**config.mk**
```make
export PLATFORM = sky130hd
export DESIGN_NAME = wake_col_table
export DESIGN_NICKNAME = d
export VERILOG_FILES = /design/src/rtl/wat_pkg.sv /design/src/rtl/grp_dep_check.sv /design/src/rtl/col_freelist.sv /design/src/rtl/wake_col_table.sv
export SDC_FILE = /design/constraint.sdc
export NUM_CORES = 1
export LEC_CHECK = 0
export BUFFER_PORTS_ARGS = -buffer_cell sky130_fd_sc_hd__buf_2
export CAP_MARGIN = 20
export CORE_UTILIZATION = 46
export CTS_BUF_LIST = sky130_fd_sc_hd__clkbuf_4 sky130_fd_sc_hd__clkbuf_8
export CTS_CLUSTER_SIZE = 24
export DETAILED_ROUTE_END_ITERATION = 8
export PLACE_DENSITY = 0.76
export SLEW_MARGIN = 10
export SYNTH_ARGS = -nofsm -noshare
export SYNTH_HDL_FRONTEND = slang
export SYNTH_SLANG_ARGS = --single-unit
```
**constraint.sdc**
```tcl
create_clock -name clk -period 9 [get_ports clk]
set_input_delay 0.9 -clock clk [delete_from_list [all_inputs] [get_ports clk]]
set_output_delay 0.9 -clock clk [all_outputs]
set_load 0.01 [all_outputs]
```
**src/rtl/wat_pkg.sv**
```systemverilog
package wat_pkg;
  typedef enum logic [1:0] {
    ST_UNALLOC = 2'd0,
    ST_ALLOC   = 2'd1,
    ST_READY   = 2'd2,
    ST_DEALLOC = 2'd3
  } wst_e;
endpackage

```
**src/rtl/grp_dep_check.sv**
```systemverilog
module grp_dep_check #(
  parameter int IW = 2,
  parameter int RW = 3,
  parameter int SW = 1,
  parameter int NSRC = 2 * IW
) (
  input  logic                      clk,
  input  logic                      rst,
  input  logic [IW-1:0]             dst_vld,
  input  logic [IW-1:0][RW-1:0]     dst_reg,
  input  logic [NSRC-1:0]           src_vld,
  input  logic [NSRC-1:0][RW-1:0]   src_reg,
  output logic [NSRC-1:0]           src_hit,
  output logic [NSRC-1:0][SW-1:0]   src_from,
  output logic [IW-1:0]             dst_last
);
  // latest earlier writer in the group wins for each source
  always_comb begin
    for (int f = 0; f < NSRC; f++) begin
      src_hit[f]  = 1'b0;
      src_from[f] = '0;
      for (int k = 0; k < IW; k++) begin
        if (k < f / 2 && dst_vld[k] && src_vld[f] && dst_reg[k] == src_reg[f]) begin
          src_hit[f]  = 1'b1;
          src_from[f] = SW'(k);
        end
      end
    end
    for (int i = 0; i < IW; i++) begin
      dst_last[i] = dst_vld[i];
      for (int k = 0; k < IW; k++) begin
        if (k > i && dst_vld[k] && dst_reg[k] == dst_reg[i]) dst_last[i] = 1'b0;
      end
    end
  end

  for (genvar f = 0; f < NSRC; f++) begin : g_chk
    // an in-group producer is always an earlier instruction
    a_r7_from_earlier: assert property (@(posedge clk) disable iff (rst)
      src_hit[f] |-> (int'(src_from[f]) < f / 2));
  end
endmodule

```
**src/rtl/col_freelist.sv**
```systemverilog
module col_freelist #(
  parameter int NCOL = 8,
  parameter int NREQ = 4,
  parameter int CW = 3,
  parameter int KW = 3
) (
  input  logic                     clk,
  input  logic                     rst,
  input  logic [KW-1:0]            take_n,
  input  logic                     rel_vld,
  input  logic [CW-1:0]            rel_col,
  output logic [NREQ-1:0][CW-1:0]  free_cols,
  output logic [KW-1:0]            free_cnt
);
  logic [NCOL-1:0] free_q, free_d, scan;
  logic            found;

  always_comb begin
    scan     = free_q;
    free_cnt = '0;
    for (int k = 0; k < NREQ; k++) begin
      free_cols[k] = '0;
      found        = 1'b0;
      for (int c = 0; c < NCOL; c++) begin
        if (!found && scan[c]) begin
          found        = 1'b1;
          free_cols[k] = CW'(c);
        end
      end
      if (found) begin
        scan[free_cols[k]] = 1'b0;
        free_cnt           = free_cnt + 1'b1;
      end
    end
    free_d = free_q;
    for (int k = 0; k < NREQ; k++) begin
      if (k < int'(take_n)) free_d[free_cols[k]] = 1'b0;
    end
    if (rel_vld) free_d[rel_col] = 1'b1;
  end

  always_ff @(posedge clk) begin
    if (rst) free_q <= '1;
    else     free_q <= free_d;
  end

  a_r8_no_overgrant: assert property (@(posedge clk) disable iff (rst)
    take_n <= free_cnt);
  a_r5_grant_marks_busy: assert property (@(posedge clk) disable iff (rst)
    (take_n != '0 && !(rel_vld && rel_col == free_cols[0])) |=> !free_q[$past(free_cols[0])]);
  a_r9_release_frees: assert property (@(posedge clk) disable iff (rst)
    rel_vld |=> free_q[$past(rel_col)]);
endmodule

```
**src/rtl/wake_col_table.sv**
```systemverilog
module wake_col_table
  import wat_pkg::*;
#(
  parameter int NARCH = 8,
  parameter int WS    = 16,
  parameter int NCOL  = 8,
  parameter int IW    = 2
) (
  input  logic                                   clk,
  input  logic                                   rst,
  input  logic                                   disp_valid,
  input  logic [IW-1:0]                          disp_dst_vld,
  input  logic [IW-1:0][$clog2(NARCH)-1:0]       disp_dst_reg,
  input  logic [IW-1:0][$clog2(WS)-1:0]          disp_row,
  input  logic [2*IW-1:0]                        disp_src_vld,
  input  logic [2*IW-1:0][$clog2(NARCH)-1:0]     disp_src_reg,
  input  logic                                   cmp_valid,
  input  logic [$clog2(NARCH)-1:0]               cmp_reg,
  input  logic                                   cmp_has_col,
  input  logic [$clog2(WS)-1:0]                  cmp_idx,
  input  logic                                   rel_valid,
  input  logic [$clog2(NCOL)-1:0]                rel_col,
  output logic                                   grp_stall,
  output logic                                   o_valid,
  output logic [IW-1:0][NCOL-1:0]                o_dep_bits,
  output logic [2*IW-1:0]                        o_sub_vld,
  output logic [2*IW-1:0][$clog2(WS)-1:0]        o_sub_row,
  output logic [2*IW-1:0][$clog2(NCOL)-1:0]      o_sub_col,
  output logic                                   o_clr_vld,
  output logic [$clog2(NCOL)-1:0]                o_clr_col,
  output logic                                   o_rel_vld,
  output logic [$clog2(NCOL)-1:0]                o_rel_col
);
  localparam int RW   = $clog2(NARCH);
  localparam int XW   = $clog2(WS);
  localparam int CW   = $clog2(NCOL);
  localparam int NSRC = 2 * IW;
  localparam int SW   = (IW > 1) ? $clog2(IW) : 1;
  localparam int KW   = $clog2(NSRC + 1);

  wst_e            st_q [NARCH];
  wst_e            st_d [NARCH];
  logic [XW-1:0]   ix_q [NARCH];
  logic [XW-1:0]   ix_d [NARCH];

  logic [NSRC-1:0]          src_hit;
  logic [NSRC-1:0][SW-1:0]  src_from;
  logic [IW-1:0]            dst_last;
  logic [NSRC-1:0][CW-1:0]  free_cols;
  logic [KW-1:0]            free_cnt, need_n, take_n;

  wst_e                     lk_st [NSRC];
  logic [XW-1:0]            lk_ix [NSRC];
  logic [NSRC-1:0]          need, dep, ing, first, found;
  logic [NSRC-1:0][CW-1:0]  src_col;
  logic [NSRC-1:0][XW-1:0]  sub_row;
  logic [IW-1:0]            prod_al;
  logic [IW-1:0][CW-1:0]    prod_col;
  logic [IW-1:0][NCOL-1:0]  bits_d;
  logic                     cmp_hit, go;
  logic [KW-1:0]            rnk;

  grp_dep_check #(.IW(IW), .RW(RW), .SW(SW), .NSRC(NSRC)) i_dep (
    .clk(clk), .rst(rst),
    .dst_vld(disp_dst_vld), .dst_reg(disp_dst_reg),
    .src_vld(disp_src_vld), .src_reg(disp_src_reg),
    .src_hit(src_hit), .src_from(src_from), .dst_last(dst_last)
  );

  col_freelist #(.NCOL(NCOL), .NREQ(NSRC), .CW(CW), .KW(KW)) i_free (
    .clk(clk), .rst(rst), .take_n(take_n),
    .rel_vld(rel_valid), .rel_col(rel_col),
    .free_cols(free_cols), .free_cnt(free_cnt)
  );

  // completion applies only to the producer the entry still names
  always_comb begin
    cmp_hit = cmp_valid &&
      ((st_q[cmp_reg] == ST_ALLOC   &&  cmp_has_col && ix_q[cmp_reg] == cmp_idx) ||
       (st_q[cmp_reg] == ST_UNALLOC && !cmp_has_col && ix_q[cmp_reg] == cmp_idx));
  end

  // lookup, same-cycle event bypass, key dedupe and column ranking
  always_comb begin
    rnk = '0;
    for (int f = 0; f < NSRC; f++) begin
      lk_st[f] = st_q[disp_src_reg[f]];
      lk_ix[f] = ix_q[disp_src_reg[f]];
      if (cmp_hit && cmp_reg == disp_src_reg[f]) lk_st[f] = ST_READY;
      if (rel_valid && lk_st[f] == ST_ALLOC && lk_ix[f] == XW'(rel_col)) lk_st[f] = ST_DEALLOC;
      ing[f]  = disp_src_vld[f] && src_hit[f];
      need[f] = ing[f] || (disp_src_vld[f] && lk_st[f] == ST_UNALLOC);
      dep[f]  = !ing[f] && disp_src_vld[f] && lk_st[f] == ST_ALLOC;
      first[f] = need[f];
      found[f] = 1'b0;
      src_col[f] = dep[f] ? lk_ix[f][CW-1:0] : '0;
      for (int g = 0; g < f; g++) begin
        if (!found[f] && need[g] && need[f] && ing[g] == ing[f] &&
            (ing[f] ? src_from[g] == src_from[f] : disp_src_reg[g] == disp_src_reg[f])) begin
          found[f]   = 1'b1;
          first[f]   = 1'b0;
          src_col[f] = src_col[g];
        end
      end
      if (first[f]) begin
        if (int'(rnk) < NSRC) src_col[f] = free_cols[rnk];
        rnk = rnk + 1'b1;
      end
      sub_row[f] = ing[f] ? disp_row[src_from[f]] : lk_ix[f];
    end
    need_n    = rnk;
    grp_stall = disp_valid && (need_n > free_cnt);
    go        = disp_valid && !grp_stall;
    take_n    = go ? need_n : '0;
  end

  // columns granted to producers inside the group, and row patterns
  always_comb begin
    prod_al  = '0;
    prod_col = '0;
    bits_d   = '0;
    for (int f = 0; f < NSRC; f++) begin
      if (first[f] && ing[f] && !prod_al[src_from[f]]) begin
        prod_al[src_from[f]]  = 1'b1;
        prod_col[src_from[f]] = src_col[f];
      end
      if (go && (need[f] || dep[f])) bits_d[f / 2][src_col[f]] = 1'b1;
    end
  end

  // next table state: events first, then allocations, then destinations
  always_comb begin
    st_d = st_q;
    ix_d = ix_q;
    if (cmp_hit) st_d[cmp_reg] = ST_READY;
    if (rel_valid) begin
      for (int r = 0; r < NARCH; r++) begin
        if (st_q[r] == ST_ALLOC && ix_q[r] == XW'(rel_col)) st_d[r] = ST_DEALLOC;
      end
    end
    if (go) begin
      for (int f = 0; f < NSRC; f++) begin
        if (first[f] && !ing[f]) begin
          st_d[disp_src_reg[f]] = ST_ALLOC;
          ix_d[disp_src_reg[f]] = XW'(src_col[f]);
        end
      end
      for (int i = 0; i < IW; i++) begin
        if (dst_last[i]) begin
          st_d[disp_dst_reg[i]] = prod_al[i] ? ST_ALLOC : ST_UNALLOC;
          ix_d[disp_dst_reg[i]] = prod_al[i] ? XW'(prod_col[i]) : disp_row[i];
        end
      end
    end
  end

  always_ff @(posedge clk) begin
    if (rst) begin
      for (int r = 0; r < NARCH; r++) begin
        st_q[r] <= ST_READY;
        ix_q[r] <= '0;
      end
      o_valid    <= 1'b0;
      o_dep_bits <= '0;
      o_sub_vld  <= '0;
      o_sub_row  <= '0;
      o_sub_col  <= '0;
      o_clr_vld  <= 1'b0;
      o_clr_col  <= '0;
      o_rel_vld  <= 1'b0;
      o_rel_col  <= '0;
    end else begin
      st_q       <= st_d;
      ix_q       <= ix_d;
      o_valid    <= go;
      o_dep_bits <= bits_d;
      o_sub_vld  <= go ? first : '0;
      o_sub_row  <= sub_row;
      o_sub_col  <= src_col;
      o_clr_vld  <= cmp_valid && cmp_has_col;
      o_clr_col  <= cmp_idx[CW-1:0];
      o_rel_vld  <= rel_valid;
      o_rel_col  <= rel_col;
    end
  end

  a_r8_stall_blocks: assert property (@(posedge clk) disable iff (rst)
    grp_stall |=> !o_valid);
  a_r12_one_cycle: assert property (@(posedge clk) disable iff (rst)
    (disp_valid && !grp_stall) |=> o_valid);
  a_r9_release_echo: assert property (@(posedge clk) disable iff (rst)
    rel_valid |=> (o_rel_vld && o_rel_col == $past(rel_col)));
  for (genvar f = 0; f < NSRC; f++) begin : g_sub
    // every subscribed column also appears in its consumer's row
    a_r5_sub_in_row: assert property (@(posedge clk) disable iff (rst)
      o_sub_vld[f] |-> o_dep_bits[f / 2][o_sub_col[f]]);
  end
endmodule

```
==> flow_summary.json <==
{
  "status": "finished, final reports clean",
  "startpoint_type": "primary input",
  "min_period_ps": 8230,
  "clkSinkCount": 113,
  "vias_per_cell": 7.13,
  "start_util_pct": 46.8,
  "fillers": 2509,
  "wl_um": 54900,
  "vias": 13619,
  "routabilityCongestion": 1.04,
  "fin_crit_sh_pct": 91.5,
  "cts.path.max_buffers": 2,
  "grt_max_degree": 63,
  "synth_seq_cells": 113,
  "clk-insertion-delay-late_ps": 470,
  "cp.arrival_ps": 8560,
  "syn_area_per_cell_sq_um": 7.52,
  "cts_resized": 0,
  "synth_edf_count": 0,
  "worst_slack_ps": 766,
  "grt_pass1_wl_um": 81000,
  "die_x_um": 162,
  "synth_top_area_cell": "dfxtp_1",
  "io_pins": 106,
  "r2r_cells": 26,
  "final-seq-area_sq_um": 2260,
  "grt_pass1_vias": 12691,
  "crit_fanout": 50,
  "hold-path-cell-count": 2,
  "port_buffers": 105,
  "grt_use_total_pct": 41.5,
  "rsz0062_at_grt": "no",
  "root_buffer": "clkbuf_8",
  "drv_cap": 0,
  "max_freq_mhz": 121,
  "synth_top_family_by_area": "simple AND/OR/NAND/NOR gates",
  "powerDensity_nw_per_um2": 132,
  "grt_overflow": 0,
  "rows": 58,
  "synth.top_cells.by_area": "dfxtp_1 (19%), mux2i_1 (9.2%), nor2_1 (4.9%)",
  "multi_input_area_sq_um": 8770,
  "place_inst": 1877,
  "crit_required_ps": 9330,
  "skew_ps": 28.0,
  "antenna_cells": 0,
  "synthCells": 1560,
  "synthMuxAreaShare_pct": 16.2,
  "htree_levels": 4,
  "dr.first_iter.drc_count": 1943,
  "synth_flop_cell": "dfxtp_1",
  "fin_tns_setup_ps": 0,
  "dp_hpwl_um": 40400,
  "synthTopCellsByCount": "nor2_1 (152), nand2_1 (122), dfxtp_1 (113)",
  "wl_per_cell_um": 28.7,
  "slew_headroom_pct": 8.06,
  "die-area_sq_um": 26200,
  "synth.most_common_cell": "nor2_1",
  "drv_slew": 0,
  "ant_nets": 0,
  "clk_pin_slew_ps": 70,
  "core_area_sq_um": 25100,
  "end_kind": "register",
  "synth_area_sq_um": 11700,
  "drtPass1Iterations": 8,
  "synth_xor_area_share_pct": 6.42,
  "synthToLayoutAreaGrowth_pct": 7.98,
  "setup_viol_count_final": 0,
  "drive_above_1_share_pct": 16.3,
  "synth-simple-area-share_pct": 25.6,
  "yosys_warnings": 0,
  "final_cells": 1909,
  "synthAdderAreaFrac_pct": 1.36,
  "crit_type": "primary input to register",
  "ir_drop_v": 0.0000748,
  "final-hold-violation-count": 0,
  "ctsHoldBuffers": 0,
  "postCtsSetupRepairBufs": 0,
  "synth-seq-area-share_pct": 19.3,
  "syn-num-nets": 1616,
  "numCtsBuffers": 17,
  "place_ws_ps": 526,
  "drc": 0,
  "die_h_um": 162,
  "grt_antenna_before_repair": 2,
  "tightest_slew_ps": 1370,
  "yosysUniqueCellTypes": 98,
  "hold_class": "register to register",
  "p_leak_nw": 5.03,
  "fin_nets": 1622,
  "synthArstFlopShare_pct": 0,
  "synth_top_area_share_pct": 19.3,
  "cts_tree": "built",
  "synth_compound_area_share_pct": 25.0
}
==> worst max-delay path: stages <==
cell      delay, ps
buf_2           600
mux2i_1         180
mux4_2          510
xor2_1          190
nand3_1         180
or4b_1          720
nand2_1         300
inv_1           260
ha_1            630
clkinv_1        340
a31oi_1         390
nor2_1          180
inv_1            90
ha_1            180
nand3_1          90
xor2_1          340
inv_2           110
ha_1            330
a21oi_1         130
a31oi_1         100
nor2b_4         150
buf_4           530
o221ai_1        540
o31ai_1         340
o31a_1          160
a31oi_1          40
==> where the power goes <==
group / switching (mW) / internal (mW) / leakage [nW]
Combinational: 0.381 / 0.190 / 3.91
Sequential: 0.0515 / 0.524 / 0.921
Clock: 0.267 / 0.257 / 0.196
==> area by class of cell <==
type | count | area share, %
flip-flops and latches | 113 | 17.8
clock inverters | 14 | 1.21
well taps | 330 | 3.26
inverters | 29 | 0.859
clock buffers | 18 | 1.95
repair buffers | 130 | 5.65
multi-input cells | 1275 | 69.2
==> layer usage <==
layer / vias up / track usage (%) / part of all wire [%]
met1: 6383 / 53.5 / 38
li1: 5822 / - / -
met5: - / 0 / 0
met4: 0 / 19.9 / 5.4
met2: 1158 / 60.7 / 41
met3: 256 / 15.7 / 15
==> metrics by stage <==
step                      utilization, %  power (mW)  hold slack [ps]  instance area, sq um
after floorplan                        -       0.940              482                 11700
after global placement              48.9        1.12              595                 12300
after detailed placement            48.9        1.12              608                 12300
after CTS                           50.5        1.64              620                 12700
after global routing                50.5        1.72              653                 12700
final                               50.5        1.67              646                 12700
==> registers in the layout (all words and copies together) (netlist names), 3 cells and up <==
register / cells
ix_q: 32
o_dep_bits: 16
o_sub_row: 16
st_q: 16
o_sub_col: 12
i_free.free_q: 8
o_sub_vld: 4
o_clr_col: 3
o_rel_col: 3
==> cells by family (layout without fill, tap and decap cells) <==
kind of cell,Yosys count,in the layout
simple gates,588,588
compound gates,428,428
buf+inv,172,191
mux,159,159
flops,113,113
xor+xnor,86,86
fa+ha+maj,14,14
==> worst paths after layout <==
check	startpoint	end	slack, ps
setup / recovery	cmp_reg[2]	i_free.free_q[4]	770
hold / removal	i_free.free_q[6]	i_free.free_q[6]	650
setup reg to reg	ix_q[2]	i_free.free_q[4]	1110
hold reg to reg	i_free.free_q[6]	i_free.free_q[6]	650
==> cells in the final DEF, fill, tap and decap left out, types with 13 or more instances in the layout <==
cell type	netlist	layout
xor2_1	45	45
buf_4	6	26
nor4_1	19	19
nand4_1	20	20
nor2_1	152	152
o211ai_1	13	13
o22ai_1	24	24
inv_1	27	27
o21ai_0	89	89
or3_1	17	17
dfxtp_1	113	113
clkbuf_8	0	18
nor3_1	54	54
and2_1	15	15
and3_1	20	20
nand2b_1	25	25
mux4_2	21	21
xnor2_1	41	41
o221ai_1	16	16
mux2i_1	108	108
a21oi_1	79	79
nor2b_1	37	36
a31oi_1	17	17
a211oi_1	34	34
mux2_2	28	28
nand3_1	56	56
buf_2	23	104
nand2_1	122	122
(Power assumes the default switching activity.)
